[src/rtl/trig_sampler_pkg.sv]
package trig_sampler_pkg;

  localparam logic [31:0] LCG_MUL  = 32'd314159;
  localparam logic [31:0] LCG_INC  = 32'd1;
  localparam logic [3:0]  EV_TIMER = 4'd5;
  localparam logic [31:0] MUX_KEEP = 32'h3333_3333;
  localparam logic [11:0] SAMPLE_BASE = 12'h200;

  // global register offsets
  localparam int OFS_ENABLE = 'h00;
  localparam int OFS_RAW    = 'h04;
  localparam int OFS_MASK   = 'h08;
  localparam int OFS_CLEAR  = 'h0C;
  localparam int OFS_EVSEL  = 'h14;
  localparam int SEQ_BASE   = 'h40;
  localparam int SEQ_STRIDE = 'h20;

  // offsets inside one sequencer window
  localparam logic [4:0] SUB_MUX  = 5'h00;
  localparam logic [4:0] SUB_CTL  = 5'h04;
  localparam logic [4:0] SUB_DATA = 5'h08;
  localparam logic [4:0] SUB_STAT = 5'h0C;

  typedef struct packed {
    logic       full;
    logic       empty;
    logic [3:0] wp;
    logic [3:0] rp;
  } fifo_stat_t;

  function automatic logic [31:0] lcg_next(input logic [31:0] s);
    return s * LCG_MUL + LCG_INC;
  endfunction

  function automatic logic [31:0] pack_status(input fifo_stat_t st);
    return {19'b0, st.full, 3'b0, st.empty, st.wp, st.rp};
  endfunction

endpackage

[src/rtl/seq_fifo.sv]
module seq_fifo #(
  parameter int DATA_W = 10,
  parameter int PTR_W  = 4
) (
  input  logic              clk,
  input  logic              rst_n,
  input  logic              pop,
  input  logic              push,
  input  logic [DATA_W-1:0] push_data,
  output logic [DATA_W-1:0] head_data,
  output logic [PTR_W-1:0]  rd_ptr,
  output logic [PTR_W-1:0]  wr_ptr,
  output logic              empty,
  output logic              full
);
  localparam int DEPTH = 1 << PTR_W;

  logic [DEPTH-1:0][DATA_W-1:0] mem_q;
  logic [PTR_W-1:0] rp_q, wp_q, rp_a, rp_n, wp_n;
  logic             empty_q, full_q, empty_a, full_a, empty_n, full_n;
  logic             store;

  // pop is applied first, then the push sees the post-pop state
  always_comb begin
    rp_a    = rp_q;
    empty_a = empty_q;
    full_a  = full_q;
    if (pop && !empty_q) begin
      rp_a    = rp_q + PTR_W'(1);
      full_a  = 1'b0;
      empty_a = (rp_a == wp_q);
    end
    rp_n    = rp_a;
    wp_n    = wp_q;
    empty_n = empty_a;
    full_n  = full_a;
    store   = 1'b0;
    if (push && !full_a) begin
      store   = 1'b1;
      wp_n    = wp_q + PTR_W'(1);
      empty_n = 1'b0;
      full_n  = (wp_n == rp_a);
    end
  end

  always_ff @(posedge clk or negedge rst_n) begin
    if (!rst_n) begin
      rp_q    <= '0;
      wp_q    <= '0;
      empty_q <= 1'b1;
      full_q  <= 1'b0;
    end else if (pop || push) begin
      rp_q    <= rp_n;
      wp_q    <= wp_n;
      empty_q <= empty_n;
      full_q  <= full_n;
    end
  end

  always_ff @(posedge clk or negedge rst_n) begin
    if (!rst_n) begin
      mem_q <= '0;
    end else if (store) begin
      mem_q[wp_q] <= push_data;
    end
  end

  assign head_data = mem_q[rp_q];
  assign rd_ptr    = rp_q;
  assign wr_ptr    = wp_q;
  assign empty     = empty_q;
  assign full      = full_q;

endmodule

[src/rtl/noise_gen.sv]
module noise_gen
  import trig_sampler_pkg::*;
#(
  parameter int NUM_SEQ = 4,
  parameter int DATA_W  = 10
) (
  input  logic                            clk,
  input  logic                            rst_n,
  input  logic [NUM_SEQ-1:0]              take,
  output logic [NUM_SEQ-1:0][DATA_W-1:0]  sample
);
  logic [31:0]              state_q;
  logic [NUM_SEQ:0][31:0]   chain;

  assign chain[0] = state_q;

  // one generator step per sampling sequencer, ascending index order
  for (genvar n = 0; n < NUM_SEQ; n++) begin : g_step
    assign chain[n+1]  = take[n] ? lcg_next(chain[n]) : chain[n];
    assign sample[n]   = DATA_W'(SAMPLE_BASE) + DATA_W'(chain[n+1][18:16]);
  end

  always_ff @(posedge clk or negedge rst_n) begin
    if (!rst_n) begin
      state_q <= '0;
    end else if (|take) begin
      state_q <= chain[NUM_SEQ];
    end
  end

endmodule

[src/rtl/trig_sampler.sv]
module trig_sampler
  import trig_sampler_pkg::*;
#(
  parameter int NUM_SEQ = 4,
  parameter int DATA_W  = 10,
  parameter int ADDR_W  = 8
) (
  input  logic              clk,
  input  logic              rst_n,
  input  logic              trig,
  input  logic              wr_en,
  input  logic              rd_en,
  input  logic [ADDR_W-1:0] addr,
  input  logic [31:0]       wdata,
  output logic [31:0]       rdata,
  output logic [NUM_SEQ-1:0] irq
);
  localparam int PTR_W   = 4;
  localparam int EV_W    = 4 * NUM_SEQ;
  localparam int IDX_W   = (NUM_SEQ > 1) ? $clog2(NUM_SEQ) : 1;
  localparam int SEQ_END = SEQ_BASE + NUM_SEQ * SEQ_STRIDE;

  logic [NUM_SEQ-1:0] en_q, en_n, mask_q, mask_n, raw_q, raw_n;
  logic [EV_W-1:0]    ev_q, ev_n;
  logic [NUM_SEQ-1:0][31:0] mux_q, mux_n, ctl_q, ctl_n;
  logic [31:0]        rdata_q, rdata_n;

  logic [NUM_SEQ-1:0]             take, pop_v;
  logic [NUM_SEQ-1:0][DATA_W-1:0] sample, head;
  logic [NUM_SEQ-1:0][PTR_W-1:0]  fifo_rp, fifo_wp;
  logic [NUM_SEQ-1:0]             fifo_empty, fifo_full;

  logic              seq_hit;
  logic [ADDR_W-1:0] seq_off;
  logic [IDX_W-1:0]  seq_idx;
  logic [4:0]        sub;

  // address decode
  assign seq_hit = (int'(addr) >= SEQ_BASE) && (int'(addr) < SEQ_END);
  assign seq_off = addr - ADDR_W'(SEQ_BASE);
  assign seq_idx = seq_off[5 +: IDX_W];
  assign sub     = addr[4:0];

  for (genvar n = 0; n < NUM_SEQ; n++) begin : g_seq
    assign take[n]  = trig && en_q[n] && (ev_q[4*n +: 4] == EV_TIMER);
    assign pop_v[n] = rd_en && seq_hit && (int'(seq_idx) == n) && (sub == SUB_DATA);

    seq_fifo #(.DATA_W(DATA_W), .PTR_W(PTR_W)) u_fifo (
      .clk       (clk),
      .rst_n     (rst_n),
      .pop       (pop_v[n]),
      .push      (take[n]),
      .push_data (sample[n]),
      .head_data (head[n]),
      .rd_ptr    (fifo_rp[n]),
      .wr_ptr    (fifo_wp[n]),
      .empty     (fifo_empty[n]),
      .full      (fifo_full[n])
    );
  end

  noise_gen #(.NUM_SEQ(NUM_SEQ), .DATA_W(DATA_W)) u_noise (
    .clk    (clk),
    .rst_n  (rst_n),
    .take   (take),
    .sample (sample)
  );

  // read mux, sampled before this cycle's updates
  always_comb begin
    fifo_stat_t st;
    rdata_n = '0;
    st      = '0;
    if (seq_hit) begin
      st.rp    = fifo_rp[seq_idx];
      st.wp    = fifo_wp[seq_idx];
      st.empty = fifo_empty[seq_idx];
      st.full  = fifo_full[seq_idx];
      case (sub)
        SUB_MUX:  rdata_n = mux_q[seq_idx];
        SUB_CTL:  rdata_n = ctl_q[seq_idx];
        SUB_DATA: rdata_n = 32'(head[seq_idx]);
        SUB_STAT: rdata_n = pack_status(st);
        default:  rdata_n = '0;
      endcase
    end else begin
      case (int'(addr))
        OFS_ENABLE: rdata_n = 32'(en_q);
        OFS_RAW:    rdata_n = 32'(raw_q);
        OFS_MASK:   rdata_n = 32'(mask_q);
        OFS_CLEAR:  rdata_n = 32'(raw_q & mask_q);
        OFS_EVSEL:  rdata_n = 32'(ev_q);
        default:    rdata_n = '0;
      endcase
    end
  end

  // register next state
  always_comb begin
    en_n   = en_q;
    mask_n = mask_q;
    ev_n   = ev_q;
    mux_n  = mux_q;
    ctl_n  = ctl_q;
    raw_n  = raw_q;
    if (wr_en) begin
      if (seq_hit) begin
        if (sub == SUB_MUX) mux_n[seq_idx] = wdata & MUX_KEEP;
        if (sub == SUB_CTL) ctl_n[seq_idx] = wdata;
      end else begin
        case (int'(addr))
          OFS_ENABLE: en_n   = wdata[NUM_SEQ-1:0];
          OFS_MASK:   mask_n = wdata[NUM_SEQ-1:0];
          OFS_CLEAR:  raw_n  = raw_q & ~wdata[NUM_SEQ-1:0];
          OFS_EVSEL:  ev_n   = wdata[EV_W-1:0];
          default:    ;
        endcase
      end
    end
    raw_n = raw_n | take;   // a new sample wins over a clear
  end

  always_ff @(posedge clk or negedge rst_n) begin
    if (!rst_n) begin
      en_q   <= '0;
      mask_q <= '0;
      ev_q   <= '0;
      mux_q  <= '0;
      ctl_q  <= '0;
    end else if (wr_en) begin
      en_q   <= en_n;
      mask_q <= mask_n;
      ev_q   <= ev_n;
      mux_q  <= mux_n;
      ctl_q  <= ctl_n;
    end
  end

  always_ff @(posedge clk or negedge rst_n) begin
    if (!rst_n) begin
      raw_q <= '0;
    end else if (wr_en || trig) begin
      raw_q <= raw_n;
    end
  end

  always_ff @(posedge clk or negedge rst_n) begin
    if (!rst_n) begin
      rdata_q <= '0;
    end else if (rd_en) begin
      rdata_q <= rdata_n;
    end
  end

  assign rdata = rdata_q;
  assign irq   = raw_q & mask_q;

endmodule

[config.mk]
export PLATFORM = sky130hd
export DESIGN_NAME = trig_sampler
export DESIGN_NICKNAME = d
export VERILOG_FILES = /design/src/rtl/trig_sampler_pkg.sv /design/src/rtl/seq_fifo.sv /design/src/rtl/noise_gen.sv /design/src/rtl/trig_sampler.sv
export SDC_FILE = /design/constraint.sdc
export NUM_CORES = 2
export LEC_CHECK = 0
export ABC_AREA = 1
export CORE_ASPECT_RATIO = 1.1
export CORE_MARGIN = 1
export CORE_UTILIZATION = 30
export DETAILED_ROUTE_END_ITERATION = 12
export PLACE_DENSITY = 0.41
export SYNTH_ARGS = -nofsm -noshare
export SYNTH_HDL_FRONTEND = slang
export SYNTH_HIERARCHICAL = 1
export SYNTH_SLANG_ARGS = --single-unit
[constraint.sdc]
create_clock -name clk -period 51.6 [get_ports clk]
set_clock_uncertainty 0.1 [all_clocks]
set_input_delay 5.16 -clock clk [delete_from_list [all_inputs] [get_ports clk]]
set_output_delay 5.16 -clock clk [all_outputs]
set_load 0.01 [all_outputs]
==> metrics.md <==
| Metric | Value |
|---|---|
| Sw Pwr | `roughly 0.43 mW` |
| CP endpoint kind | `flip-flop` |
| RSZ-0062 raised after global routing | `no` |
| Cts bufs inserted | `110` |
| Antenna violations before repair | `4` |
| IO Pins | `81` |
| Post-CTS setup buffers | `0` |
| Post-CTS resize count | `0` |
| Post-synth top area cell | `dfrtp_1` |
| R2r setup slk | `31.22 ns` |
| Clk sinks | `about 950` |
| DP Area | `about 63,000 um2` |
| Yosys Warn Count | `6` |
| Int Pwr | `around 1.2 mW` |
| Vias | `47.1k` |
| Multi-input logic area | `about 32,000 um2` |
| VDD IR max | `approximately 0.000025 V` |
| Achievable Freq | `0.0459 GHz` |
| Post-DP HPWL | `about 130,000 um` |
| Vias/cell | `between 4 and 5` |
| Critical Path Slowest Stage Cell | `o21ai_0` |
| Finished layout cell area | `between 60,000 and 70,000 um2` |
| Reg area | `about 24,000 um2` |
| Die X | `between 400 and 500 um` |
| Area Overhead vs Synth | `9.26%` |
| Mapped cell area | `between 60,000 and 70,000 um2` |
| Crit path launch type | `input pin` |
| Final setup fails | `0` |
| Worst path most repeated cell | `inv_1` |
| Syn Area/Cell | `roughly 8.5 um2` |
| Crit path arrival time | `about 22 ns` |
| I/O Buffers | `80` |
| DRC Markers | `0` |
| Crit Path Category | `in2reg` |
| Clock Power Share | `around 48%` |
| RR Endpoint | `g_seq[3].u_fifo/mem_q[122]` |
| Ys async rst share | `100%` |
| Slew HR | `between 10% and 20%` |
| Most used DFF post-synth | `dfrtp_1` |
| Tmin final | `approximately 22 ns` |
| Fillers | `roughly 22k` |
| Post-synth EDFFs | `0` |
| Worst Path Required | `between 50 and 60 ns` |
| Share of Yosys cell area claimed by the top area cell type | `between 30% and 40%` |
| Period utilisation layout | `a little over two fifths` |
| Final max-slew violation count | `0` |
| Clock Tree Buf Depth | `3` |
| ANT nets after route | `0` |
| Seq pwr share | `45.6%` |
| End point of the critical path | `g_seq[3].u_fifo/mem_q[122]` |
| Final core occ | `between 30% and 40%` |
| Static leakage | `about 31 nW` |
| Layout Cells excl Fill | `9,893` |
| Starting Density | `30.3%` |
| Synth top area cells | `dfrtp_1 (39%), nand2_1 (10%), fa_1 (8.6%), ha_1 (6.9%), o21ai_0 (5.5%)` |
| Worst Tran Pin Value | `1.21 ns` |
| Vias in the first global route | `47.3k` |
| Initial DRC count | `between 3k and 4k` |
| CTS tree | `yes` |
| DR WL/cell | `roughly 19 um` |
| CTS clk-pin slew, worst paths | `~0.060 ns` |
| Dpl cells | `about 9.7k` |
| Seq cells post-synth | `between 900 and 1k` |
| Worst skew pair latency | `about 0.77 ns` |
| Syn Inst Count | `7,259` |
| Worst Path Max Fanout | `37` |
| Largest net degree at the start of global routing | `~160` |
| Die area | `roughly 210,000 um2` |
| Largest stage delay on the critical path | `slightly below 0.9 ns` |
| Most frequent cell after synthesis | `nand2_1` |
| Depth of the most critical reg-to-reg path | `slightly below 80` |
| GRT Residual Overflow | `0` |
| H-tree Lvls | `3` |
| Hold-fix buffers, CTS | `0` |
| Net Sw Frac | `25.9%` |
| Post-synth top cells | `nand2_1 (1,693), dfrtp_1 (947), inv_1 (765)` |
| Final hold viol count | `0` |
| Seq/Total Area, Yosys | `slightly below 40%` |
| Placer congestion estimate | `~0.83` |
| Final setup TNS | `0 ns` |
| Fin nets | `7,736` |
| Row cnt | `173` |
| CP Launch Point | `trig` |
| Pre-Repair DR Iteration Count | `6` |
| Core Region | `203,000 um2` |
| WL final | `~190,000 um` |
| Gate power share | `under 10%` |
| Synth unique cells | `60` |
| Root buf cell | `clkbuf_16` |
| PnR Total Power | `1.67 mW` |
| GRT Total Usage | `roughly a fifth` |
| Number of max-cap violations | `0` |
| Status | `finished clean` |
| Worst r2r src | `u_noise/state_q[7]` |
| First-pass GRT wire length | `299,000 um` |
| Die Height | `around 480 um` |
| Min-delay worst type | `reg2reg` |
| Layout cell share with drive strength beyond 1 | `around 7.7%` |
| Power per cell area | `24.9 nW/um2` |
metrics by stage:
step                hold slack, ns  setup slack (ns)
floorplan                    0.348             30.92
global placement             0.358             29.00
detailed placement           0.362             28.89
CTS                          0.377             29.67
global route                 0.392             28.42
finish                       0.373             29.80
how the worst min path moves through the flow:
stage                                          start                         end  slack [ns]  cells past startpoint
after global placement    g_seq[1].u_fifo/mem_q[108]  g_seq[1].u_fifo/mem_q[108]        0.36                      2
after global routing       g_seq[3].u_fifo/mem_q[89]   g_seq[3].u_fifo/mem_q[89]        0.39                      2
after detailed placement  g_seq[1].u_fifo/mem_q[100]  g_seq[1].u_fifo/mem_q[100]        0.36                      2
after CTS                  g_seq[3].u_fifo/mem_q[45]   g_seq[3].u_fifo/mem_q[45]        0.38                      2
after floorplan             g_seq[0].u_fifo/mem_q[0]    g_seq[0].u_fifo/mem_q[0]        0.35                      2
final                      g_seq[3].u_fifo/mem_q[82]   g_seq[3].u_fifo/mem_q[82]        0.37                      2
power by group through the flow:
stage	sequential, mW	clock (mW)	combinational, mW
floorplan	0.772	0	0.0707
global placement	0.776	0	0.115
detailed placement	0.776	0	0.114
CTS	0.763	0.825	0.115
global route	0.764	0.855	0.131
finish	0.763	0.795	0.115
cell usage in the layout (no fill, tap or decap), types with 28 or more instances in the layout:
master	n
buf_4	69
o21ai_1	501
dfrtp_1	939
nand3_1	255
fa_1	263
nand4_4	39
o21ai_0	663
inv_1	763
nand2_1	1693
nand4_1	110
ha_1	339
nor2_1	496
xor2_1	61
o21ai_2	111
nand2_2	28
o211ai_1	162
inv_2	38
xnor2_1	50
clkdlybuf4s50_1	79
a21oi_1	96
clkbuf_16	110
conb_1	28
metal layers:
layer	track usage, %	wire (um)
met2	30.5	89800
met1	26.4	92700
met3	1.77	5210
met5	0	13
met4	4.60	4170
cells by family (layout without fill, tap and decap cells):
kind of cell | after synthesis | after routing | synth area share, %
AO/OA/AOI/OAI | 1614 | 1614 | 14.9
XOR/XNOR | 112 | 112 | 1.63
adder cells (fa/ha/maj) | 602 | 602 | 15.5
buffers and inverters | 1267 | 1162 | 9.68
flip-flops | 951 | 951 | 38.8
other | 2 | 29 | 0.0122
AND/OR/NAND/NOR | 2711 | 2711 | 19.6
layout make-up:
class	count	area share, %
clock buffer	157	4.71
inverter	808	4.54
antenna	1	0.00373
timing repair buffer	151	2.03
multi-input combinational	5067	47.4
clock inverter	46	0.774
tap	2712	5.06
sequential	951	35.5
critical path: cells and delay by family:
family,cells,cell delay [ns]
adder cells (fa/ha/maj),21,9.02
AO/OA/AOI/OAI,9,3.08
AND/OR/NAND/NOR,16,1.87
buffers and inverters,23,2.69
XOR/XNOR,2,0.38
flip-flops by register name, summed over array words and instances, names as in the netlist, 16 cells and up:
register             cells
g_seq.u_fifo/mem_q     640
ctl_q                  128
mux_q                   64
rdata                   32
u_noise/state_q         19
ev_q                    16
g_seq.u_fifo/rd_ptr     16
g_seq.u_fifo/wr_ptr     16
Note: power is estimated with default switching activity, not from simulation.
